`src/rtl/fcs_pkg.sv`:
```
package fcs_pkg;
  typedef enum logic [2:0] {
    MODE_READ = 3'd0,
    MODE_ASEL = 3'd1,
    MODE_BYP  = 3'd2,
    MODE_BUSY = 3'd3,
    MODE_ERR  = 3'd4
  } mode_e;

  typedef enum logic [2:0] {
    SQ_IDLE,
    SQ_U1,
    SQ_U2,
    SQ_PGM,
    SQ_BPGM,
    SQ_BEXIT
  } seq_e;

  typedef enum logic [1:0] {
    BASE_READ,
    BASE_ASEL,
    BASE_BYP
  } base_e;

  typedef struct packed {
    logic latchPgm;
    logic clrErr;
  } strobe_t;

  localparam logic [7:0] OP_UNLK1 = 8'hAA;
  localparam logic [7:0] OP_UNLK2 = 8'h55;
  localparam logic [7:0] OP_RESET = 8'hF0;
  localparam logic [7:0] OP_ASEL  = 8'h90;
  localparam logic [7:0] OP_PGM   = 8'hA0;
  localparam logic [7:0] OP_BYP   = 8'h20;
  localparam logic [7:0] OP_BEXIT = 8'h00;
endpackage

```
`src/rtl/fcs_ctrl.sv`:
```
module fcs_ctrl
  import fcs_pkg::*;
#(
  parameter int CMP_W = 11,
  parameter logic [CMP_W-1:0] UNLK1_ADDR = 'h555,
  parameter logic [CMP_W-1:0] UNLK2_ADDR = 'h2AA
) (
  input  logic             clk,
  input  logic             rstN,
  input  logic             wrStb,
  input  logic [CMP_W-1:0] cmpAddr,
  input  logic [7:0]       cmdByte,
  input  logic             ctlBusy,
  input  logic             ctlErr,
  output mode_e            modeOut,
  output strobe_t          strb
);
  seq_e  seqQ, seqN;
  base_e baseQ, baseN;
  logic  busyQ, busyN;
  logic  firstQ, firstN;
  logic  errQ, errN;
  logic  bypRetQ, bypRetN;

  logic isReset, isUnlk1, isUnlk2;
  assign isReset = (cmdByte == OP_RESET);
  assign isUnlk1 = (cmpAddr == UNLK1_ADDR) && (cmdByte == OP_UNLK1);
  assign isUnlk2 = (cmpAddr == UNLK2_ADDR) && (cmdByte == OP_UNLK2);

  always_comb begin
    seqN    = seqQ;
    baseN   = baseQ;
    busyN   = busyQ;
    firstN  = 1'b0;
    errN    = errQ;
    bypRetN = bypRetQ;
    strb    = '0;
    if (busyQ) begin
      if (!firstQ && !ctlBusy) begin
        busyN = 1'b0;
        errN  = ctlErr;
        baseN = bypRetQ ? BASE_BYP : BASE_READ;
      end
    end else if (wrStb) begin
      unique case (seqQ)
        SQ_PGM, SQ_BPGM: begin
          strb.latchPgm = 1'b1;
          busyN   = 1'b1;
          firstN  = 1'b1;
          bypRetN = (seqQ == SQ_BPGM);
          seqN    = SQ_IDLE;
        end
        SQ_BEXIT: begin
          seqN = SQ_IDLE;
          if (cmdByte == OP_BEXIT) baseN = BASE_READ;
        end
        SQ_U1: begin
          if (isReset) begin
            seqN = SQ_IDLE;
            errN = 1'b0;
            strb.clrErr = 1'b1;
            baseN = (baseQ == BASE_BYP) ? BASE_BYP : BASE_READ;
          end else if (isUnlk2) begin
            seqN = SQ_U2;
          end else begin
            seqN = SQ_IDLE;
            if (!errQ && baseQ != BASE_BYP) baseN = BASE_READ;
          end
        end
        SQ_U2: begin
          seqN = SQ_IDLE;
          if (isReset) begin
            errN = 1'b0;
            strb.clrErr = 1'b1;
            baseN = (baseQ == BASE_BYP) ? BASE_BYP : BASE_READ;
          end else if (!errQ) begin
            unique case (cmdByte)
              OP_ASEL: baseN = BASE_ASEL;
              OP_PGM:  seqN  = SQ_PGM;
              OP_BYP:  baseN = BASE_BYP;
              default: baseN = BASE_READ;
            endcase
          end
        end
        default: begin
          if (isReset) begin
            errN = 1'b0;
            strb.clrErr = 1'b1;
            baseN = (baseQ == BASE_BYP) ? BASE_BYP : BASE_READ;
          end else if (errQ) begin
            if (isUnlk1) seqN = SQ_U1;
          end else if (baseQ == BASE_BYP) begin
            if (cmdByte == OP_PGM)       seqN = SQ_BPGM;
            else if (cmdByte == OP_ASEL) seqN = SQ_BEXIT;
          end else if (isUnlk1) begin
            seqN = SQ_U1;
          end else begin
            baseN = BASE_READ;
          end
        end
      endcase
    end
  end

  always_ff @(posedge clk or negedge rstN) begin
    if (!rstN) begin
      seqQ    <= SQ_IDLE;
      baseQ   <= BASE_READ;
      busyQ   <= 1'b0;
      firstQ  <= 1'b0;
      errQ    <= 1'b0;
      bypRetQ <= 1'b0;
    end else begin
      seqQ    <= seqN;
      baseQ   <= baseN;
      busyQ   <= busyN;
      firstQ  <= firstN;
      errQ    <= errN;
      bypRetQ <= bypRetN;
    end
  end

  always_comb begin
    if (busyQ)      modeOut = MODE_BUSY;
    else if (errQ)  modeOut = MODE_ERR;
    else begin
      unique case (baseQ)
        BASE_ASEL: modeOut = MODE_ASEL;
        BASE_BYP:  modeOut = MODE_BYP;
        default:   modeOut = MODE_READ;
      endcase
    end
  end
endmodule

```
`src/rtl/fcs_dpath.sv`:
```
module fcs_dpath
  import fcs_pkg::*;
#(
  parameter int ADDR_W = 16,
  parameter int DATA_W = 16,
  parameter int BLK_BITS = 4,
  parameter logic [DATA_W-1:0] MFR_CODE = 'h0020,
  parameter logic [DATA_W-1:0] DEV_CODE = 'h0097
) (
  input  logic                   clk,
  input  logic                   rstN,
  input  strobe_t                strb,
  input  logic [ADDR_W-1:0]      wrAddr,
  input  logic [DATA_W-1:0]      wrData,
  input  mode_e                  modeIn,
  input  logic [BLK_BITS-1:0]    rdBlk,
  input  logic [1:0]             rdSel,
  input  logic [2**BLK_BITS-1:0] protMask,
  output logic                   pgmStart,
  output logic [ADDR_W-1:0]      pgmAddr,
  output logic [DATA_W-1:0]      pgmData,
  output logic                   clrErr,
  output logic [DATA_W-1:0]      asData
);
  localparam int NBLK = 2**BLK_BITS;

  always_ff @(posedge clk or negedge rstN) begin
    if (!rstN) begin
      pgmStart <= 1'b0;
      clrErr   <= 1'b0;
      pgmAddr  <= '0;
      pgmData  <= '0;
    end else begin
      pgmStart <= strb.latchPgm;
      clrErr   <= strb.clrErr;
      if (strb.latchPgm) begin
        pgmAddr <= wrAddr;
        pgmData <= wrData;
      end
    end
  end

  logic [NBLK-1:0] blkHit;
  for (genvar b = 0; b < NBLK; b++) begin : g_blk
    assign blkHit[b] = protMask[b] && (rdBlk == BLK_BITS'(b));
  end

  always_comb begin
    asData = '0;
    if (modeIn == MODE_ASEL) begin
      unique case (rdSel)
        2'b00:   asData = MFR_CODE;
        2'b01:   asData = DEV_CODE;
        2'b10:   asData = {{(DATA_W-1){1'b0}}, |blkHit};
        default: asData = '0;
      endcase
    end
  end
endmodule

```
`src/rtl/nor_cmd_decoder.sv`:
```
module nor_cmd_decoder
  import fcs_pkg::*;
#(
  parameter int ADDR_W = 16,
  parameter int DATA_W = 16,
  parameter int BLK_BITS = 4,
  parameter int CMP_W = 11
) (
  input  logic                   clk,
  input  logic                   rstN,
  input  logic                   wrStb,
  input  logic [ADDR_W-1:0]      wrAddr,
  input  logic [DATA_W-1:0]      wrData,
  input  logic [BLK_BITS-1:0]    rdBlk,
  input  logic [1:0]             rdSel,
  input  logic [2**BLK_BITS-1:0] protMask,
  input  logic                   ctlBusy,
  input  logic                   ctlErr,
  output logic [2:0]             mode,
  output logic                   pgmStart,
  output logic [ADDR_W-1:0]      pgmAddr,
  output logic [DATA_W-1:0]      pgmData,
  output logic                   clrErr,
  output logic [DATA_W-1:0]      asData
);
  mode_e   curMode;
  strobe_t strb;

  fcs_ctrl #(.CMP_W(CMP_W)) u_ctrl (
    .clk(clk), .rstN(rstN), .wrStb(wrStb),
    .cmpAddr(wrAddr[CMP_W-1:0]), .cmdByte(wrData[7:0]),
    .ctlBusy(ctlBusy), .ctlErr(ctlErr),
    .modeOut(curMode), .strb(strb)
  );

  fcs_dpath #(.ADDR_W(ADDR_W), .DATA_W(DATA_W), .BLK_BITS(BLK_BITS)) u_dpath (
    .clk(clk), .rstN(rstN), .strb(strb),
    .wrAddr(wrAddr), .wrData(wrData), .modeIn(curMode),
    .rdBlk(rdBlk), .rdSel(rdSel), .protMask(protMask),
    .pgmStart(pgmStart), .pgmAddr(pgmAddr), .pgmData(pgmData),
    .clrErr(clrErr), .asData(asData)
  );

  assign mode = curMode;
endmodule

```
`config.mk`:
```
export PLATFORM = sky130hd
export DESIGN_NAME = nor_cmd_decoder
export DESIGN_NICKNAME = d
export VERILOG_FILES = /design/src/rtl/fcs_pkg.sv /design/src/rtl/fcs_ctrl.sv /design/src/rtl/fcs_dpath.sv /design/src/rtl/nor_cmd_decoder.sv
export SDC_FILE = /design/constraint.sdc
export NUM_CORES = 1
export LEC_CHECK = 0
export CAP_MARGIN = 10
export CORE_MARGIN = 3
export CORE_UTILIZATION = 57
export DETAILED_ROUTE_END_ITERATION = 10
export DONT_BUFFER_PORTS = 1
export PLACE_DENSITY = 0.8
export RECOVER_POWER = 50
export REMOVE_ABC_BUFFERS = 1
export SLEW_MARGIN = 10
export SYNTH_ARGS = -nofsm -noshare
export SYNTH_HDL_FRONTEND = slang
export SYNTH_SLANG_ARGS = --single-unit
```
`constraint.sdc`:
```
create_clock -name clk -period 1.85 [get_ports clk]
set_clock_uncertainty 0.05 [all_clocks]
set_input_delay 0.2775 -clock clk [delete_from_list [all_inputs] [get_ports clk]]
set_output_delay 0.2775 -clock clk [all_outputs]
set_load 0.01 [all_outputs]
```
Word level (Yosys, flattened, before mapping)
Cells that the tools add are included.

Multiplexer cells: 48. Reduce and logical (&&, ||, !) cells: 35. Bitwise operators: 1. Eq/ne operators: 47.

Operators by type and width (number): $mux W2 (19); $mux W3 (11); $eq A4 B4 Y1 const B (8); $eq A8 B8 Y1 const B (4); $pmux W8 S3 (1); $logic_and A1 B1 Y1 (20); $eq A4 B3 Y1 const B (4); $mux W16 (1); $reduce_or A16 Y1 (1); $mux W1 (12); $ne A6 B4 Y1 const B (2); $eq A11 B10 Y1 const B (1); $eq A11 B11 Y1 const B (1); $reduce_and A11 Y1 (1); $pmux W3 S3 (1); $eq A4 B2 Y1 const B (2); $eq A8 B6 Y1 const B (1); $eq A8 B7 Y1 const B (1); $logic_not A8 Y1 (1); $ne A4 B2 Y1 const B (2); $pmux W2 S4 (1); $reduce_and A4 Y1 (2); $ne A7 B6 Y1 const B (1); $eq A3 B1 Y1 const B (2); other kinds (22) (31).

Bits in registers: 43. Input bits: 59. Output and inout bits: 53. Logic and storage cells: 141.

Longest topological paths before layout
Word-level depth: 9. Mapped depth: 9.

Hierarchy
A second synthesis with hierarchy kept.

Cells, all modules: 215. Area total of the unflattened synthesis: 2403.6 µm².

Modules (own cells, without submodules): fcs_dpath (instances 1, cells each 103, sequential area each 850.8 µm², area each 1517.7 µm²); fcs_ctrl (instances 1, cells each 112, sequential area each 225.2 µm², area each 885.8 µm²).

Worst setup path before layout
Ideal clock, no wire load.

Kind: reg2out. From: register u_ctrl.errQ. To: output port asData[2]. Required time: 1522 ps. Arrival: 1610 ps. Stages on the path, launching flop included: 6. Slack: -87 ps. Cells stage by stage: dfrtp_1 > clkbuf_1 > nor3b_1 > nand2b_1 > nor3b_1 > buf_4.

Word-level cells in the longest chain between the ends: 4.

Ends and longest elaborated chain: from (decl) (line fcs_ctrl.sv:22) `logic errQ, errN;`; from (signal assigned) (line fcs_ctrl.sv:118) `errQ <= errN;`; $mux W3 (line fcs_ctrl.sv:125) `else if (errQ) modeOut = MODE_ERR;`; $mux W3 (line fcs_ctrl.sv:124) `if (busyQ) modeOut = MODE_BUSY;`; $eq A3 B1 Y1 (line fcs_dpath.sv:50) `if (modeIn == MODE_ASEL) begin`; $mux W16 (line fcs_dpath.sv:50); to (decl) (line nor_cmd_decoder.sv:24) `output logic [DATA_W-1:0] asData`.

Every way passes these cells.

Final worst setup path
From: register u_ctrl.baseQ[1]. To: output port asData[4].

Word-level cells in the longest chain between the ends: 6. Elaborated cells between the ends (all ways): 7. Classes of those cells: eq/ne (3); mux (4).

Ends and longest elaborated chain: from (decl) (line fcs_ctrl.sv:19) `base_e baseQ, baseN;`; from (signal assigned) (line fcs_ctrl.sv:115) `baseQ <= baseN;`; $eq A2 B2 Y1 / $eq A2 B1 Y1 (equally long branches) (line fcs_ctrl.sv:127) `unique case (baseQ)`; $pmux W2 S2 (*) (line fcs_ctrl.sv:127); $mux W3 (*) (line fcs_ctrl.sv:125); $mux W3 (*) (line fcs_ctrl.sv:124); $eq A3 B1 Y1 (*) (line fcs_dpath.sv:50); $mux W16 (*) (line fcs_dpath.sv:50).

Mark *: on every way between the ends. The rest lies on a longest branch, timed or not.

==> run_results.csv <==
group,metric,value,unit
status,status,"complete, no violations",
global_routing,gr-total-overflow,0,
power_and_ir_drop,power,2.04,mW
route,drc_errors,0,
route,dr.pass1.iters,4,
placed_design,dpl_cell_area,2410,µm²
timing,maxSlewViolCount,0,
floorplan,rows,22,
cells_and_area,utilization,0.701,
route,initialDrtViolationCount,142,
timing,min_period,1.83,ns
placed_design,hpwl,4190,µm
synthesis,ys.flop_type,"dfrtp_1",
worst_setup_path,reg2reg_setup_slack,0.02,ns
clock_network,cts_buffers,5,
cells_and_area,final_net_count,309,
synthesis,synth_edf_count,0,
power_and_ir_drop,powerDensity,767,nW/µm²
worst_setup_path,cp.arrival,1.51,ns
worst_setup_path,end_kind,"output port",
synthesis,synth-compound-area-share,0.0983,
floorplan,die_w,69.7,µm
timing,finalSetupViolCount,0,
global_routing,grt_pass1_vias,1909,
clock_network,h-tree-depth,2,
synthesis,synth_xor_area_frac,0,
floorplan,die-area,4860,µm²
clock_network,clk_pin_slew,0.08,ns
timing,hold_viol,0,
route,wl,5640,µm
power_and_ir_drop,p_seq_frac,0.542,
global_routing,track_usage,0.234,
power_and_ir_drop,sw_frac_of_total,0.257,
worst_setup_path,cp-start-kind,"register",
job,maxCapViolations,0,
synthesis,ys_warn_count,0,
power_and_ir_drop,total_leakage_power,1.26,nW
power_and_ir_drop,pwr-share-comb,0.109,
timing,slew-limit-headroom,0.316,
cells_and_area,seqCellArea,1060,µm²
floorplan,io_pins,112,
floorplan,die_y,69.7,µm
synthesis,netlist_area,2320,µm²
floorplan,core,3800,µm²
synthesis,seq_area_frac_synth,0.454,
placed_design,io_buffers,0,
power_and_ir_drop,clockPowerShare,0.349,
route,ant_nets,0,
cells_and_area,multiInputGateArea,1220,µm²
cells_and_area,postLayoutCellArea,2660,µm²
power_and_ir_drop,ir_worst_vdd,627,µV
global_routing,antenna_found_initial,0,
synthesis,synthDistinctLibCells,47,
clock_network,cts_tree,"done",
placed_design,gp_congestion,0.993,
global_routing,grt_max_degree,43,
route,vias,1853,
cells_and_area,antenna_cells,0,
cells_and_area,syn_to_final_growth,14.9,%
clock_network,clkSinkCount,42,
cells_and_area,layout-drive-gt1-share,0.315,
synthesis,synth-seq-cells,42,
synthesis,synth_fa_ha_area_frac,0,
power_and_ir_drop,p_switching,0.524,mW
timing,fin_crit_sh,0.991,
clock_network,clk_latency,0.30,ns
worst_setup_path,cp_max_fo,4,
worst_setup_path,crit_required,1.52,ns
timing,fmax,0.545,GHz
power_and_ir_drop,intPower,1.52,mW
timing,rsz0062_at_grt,"yes",
worst_setup_path,path_class,"register to output port",
synthesis,synth-simple-area-share,0.237,
synthesis,synth.area.mux_share,0.143,
route,vias_per_cell,6.20,
global_routing,grt_pass1_wl,9030,µm
synthesis,syn_area_per_cell,9.94,µm²
synthesis,syn_inst,233,
cells_and_area,fillerInstances,304,
synthesis,async_flop_share,1.00,
timing,tightest_slew,1.03,ns
clock_network,ctsRootBufferMaster,"clkbuf_8",
worst_hold_path,holdCritPathClass,"input port to register",
synthesis,synth_top_family_by_area,"simple AND/OR/NAND/NOR gates",
floorplan,initial_utilization,0.610,
clock_network,clockBufferDepth,2,
route,wl_per_cell,18.8,µm
final cells by class:
type | count | area share
clock buffer | 7 | 0.0287
clock inverter | 1 | 0.0113
inverter | 5 | 0.00846
multi-input combinational | 173 | 0.459
sequential | 42 | 0.397
tap | 48 | 0.0226
timing repair buffer | 23 | 0.0724
synthesized netlist by cell type (5+ instances only):
| cell type | n | area (µm²) |
|---|---|---|
| nor2b_1 | 5 | 31.3 |
| mux2_2 | 18 | 203 |
| o21ai_0 | 7 | 35.0 |
| nor2_1 | 6 | 22.5 |
| mux4_2 | 5 | 113 |
| nand2_1 | 57 | 214 |
| buf_4 | 13 | 97.6 |
| inv_1 | 5 | 18.8 |
| nor4bb_1 | 5 | 50.1 |
| dfrtp_1 | 42 | 1050 |
| nand3_1 | 7 | 35.0 |
| nand2b_1 | 5 | 31.3 |
power by group through the flow:
stage          combinational (mW)  sequential (mW)  clock, mW
3_3_place_gp                0.188             1.12          0
2_1_floorplan               0.151             1.10          0
3_5_place_dp                0.198             1.12          0
4_1_cts                     0.225             1.10      0.723
6_report                    0.223             1.11      0.712
5_1_grt                     0.248             1.12      0.769
worst max-delay path, stage by stage, from the launching register on:
cell and delay (ns):
dfrtp_2 0.45, nor3b_4 0.26, nand2b_4 0.10, nor3b_4 0.23, buf_6 0.17
flip-flops by register name, summed over array words and instances, names as in the netlist:
| name | count |
|---|---|
| u_ctrl.baseQ | 2 |
| u_ctrl.busyQ | 1 |
| u_ctrl.bypRetQ | 1 |
| u_ctrl.errQ | 1 |
| u_ctrl.firstQ | 1 |
| u_ctrl.seqQ | 3 |
| u_dpath.clrErr | 1 |
| u_dpath.pgmAddr | 16 |
| u_dpath.pgmData | 16 |
logic make-up (layout without fill, tap and decap cells):
| kind of cell | after synthesis | count (layout) |
|---|---|---|
| simple gates | 108 | 108 |
| mux | 24 | 24 |
| other cells | 1 | 10 |
| flops | 42 | 42 |
| compound gates | 31 | 31 |
| buf+inv | 27 | 36 |
what timing repair did:
item,4_1_cts,5_1_grt
endpoints found under the hold margin,42,0
hold buffers,2,0
pin swaps,5,4
endpoints found under the setup margin,7,23
resized for setup,11,14
setup buffers,2,2
per-layer routing:
| metal | routed length (µm) | part of all wire | global-route usage |
|---|---|---|---|
| met4 | 194 | 0.034 | 0.115 |
| met3 | 492 | 0.087 | 0.0667 |
| met2 | 2680 | 0.48 | 0.363 |
| met1 | 2270 | 0.40 | 0.300 |
| met5 | 0 | 0 | 0 |
path summary, 6_finish.rpt:
| path | cells past startpoint | start | to |
|---|---|---|---|
| hold reg to reg | 2 | u_dpath.pgmData[13] | u_dpath.pgmData[13] |
| hold / removal | 2 | wrData[14] | u_dpath.pgmData[14] |
| setup reg to reg | 6 | u_ctrl.seqQ[1] | u_ctrl.baseQ[1] |
| max in group asynchronous | 2 | rstN | u_ctrl.busyQ |
| min in group asynchronous | 2 | rstN | u_dpath.pgmAddr[6] |
| setup / recovery | 4 | u_ctrl.baseQ[1] | asData[4] |
through the flow:
stage	std cells	setup TNS [ns]	setup slack [ns]	hold slack, ns
after detailed placement	285	-0.261	-0.111	-0.0671
after floorplan	220	-6.68	-0.444	-0.0681
final	299	0	0.0161	0.0340
after global routing	299	-0.267	-0.0492	0.0257
after global placement	285	-0.125	-0.0710	-0.0672
after CTS	297	-0.00307	-0.00307	0.0303
cells in the final DEF, fill, tap and decap left out, types with 3 or more instances in the layout:
cell type  Yosys  routed
mux4_2         5       5
conb_1         1      10
buf_4         13      18
nand2b_1       5       3
nand2_1       57      57
o21ai_0        7       7
dfrtp_1       42      37
a21oi_1        3       3
and3_1         3       3
nor2_1         6       5
inv_1          5       4
dfrtp_2        0       5
nor2b_1        5       4
clkbuf_8       0       5
mux2_2        18      18
nor4bb_1       5       5
nand3_1        7       7
Power figures use the tool's default switching activity.
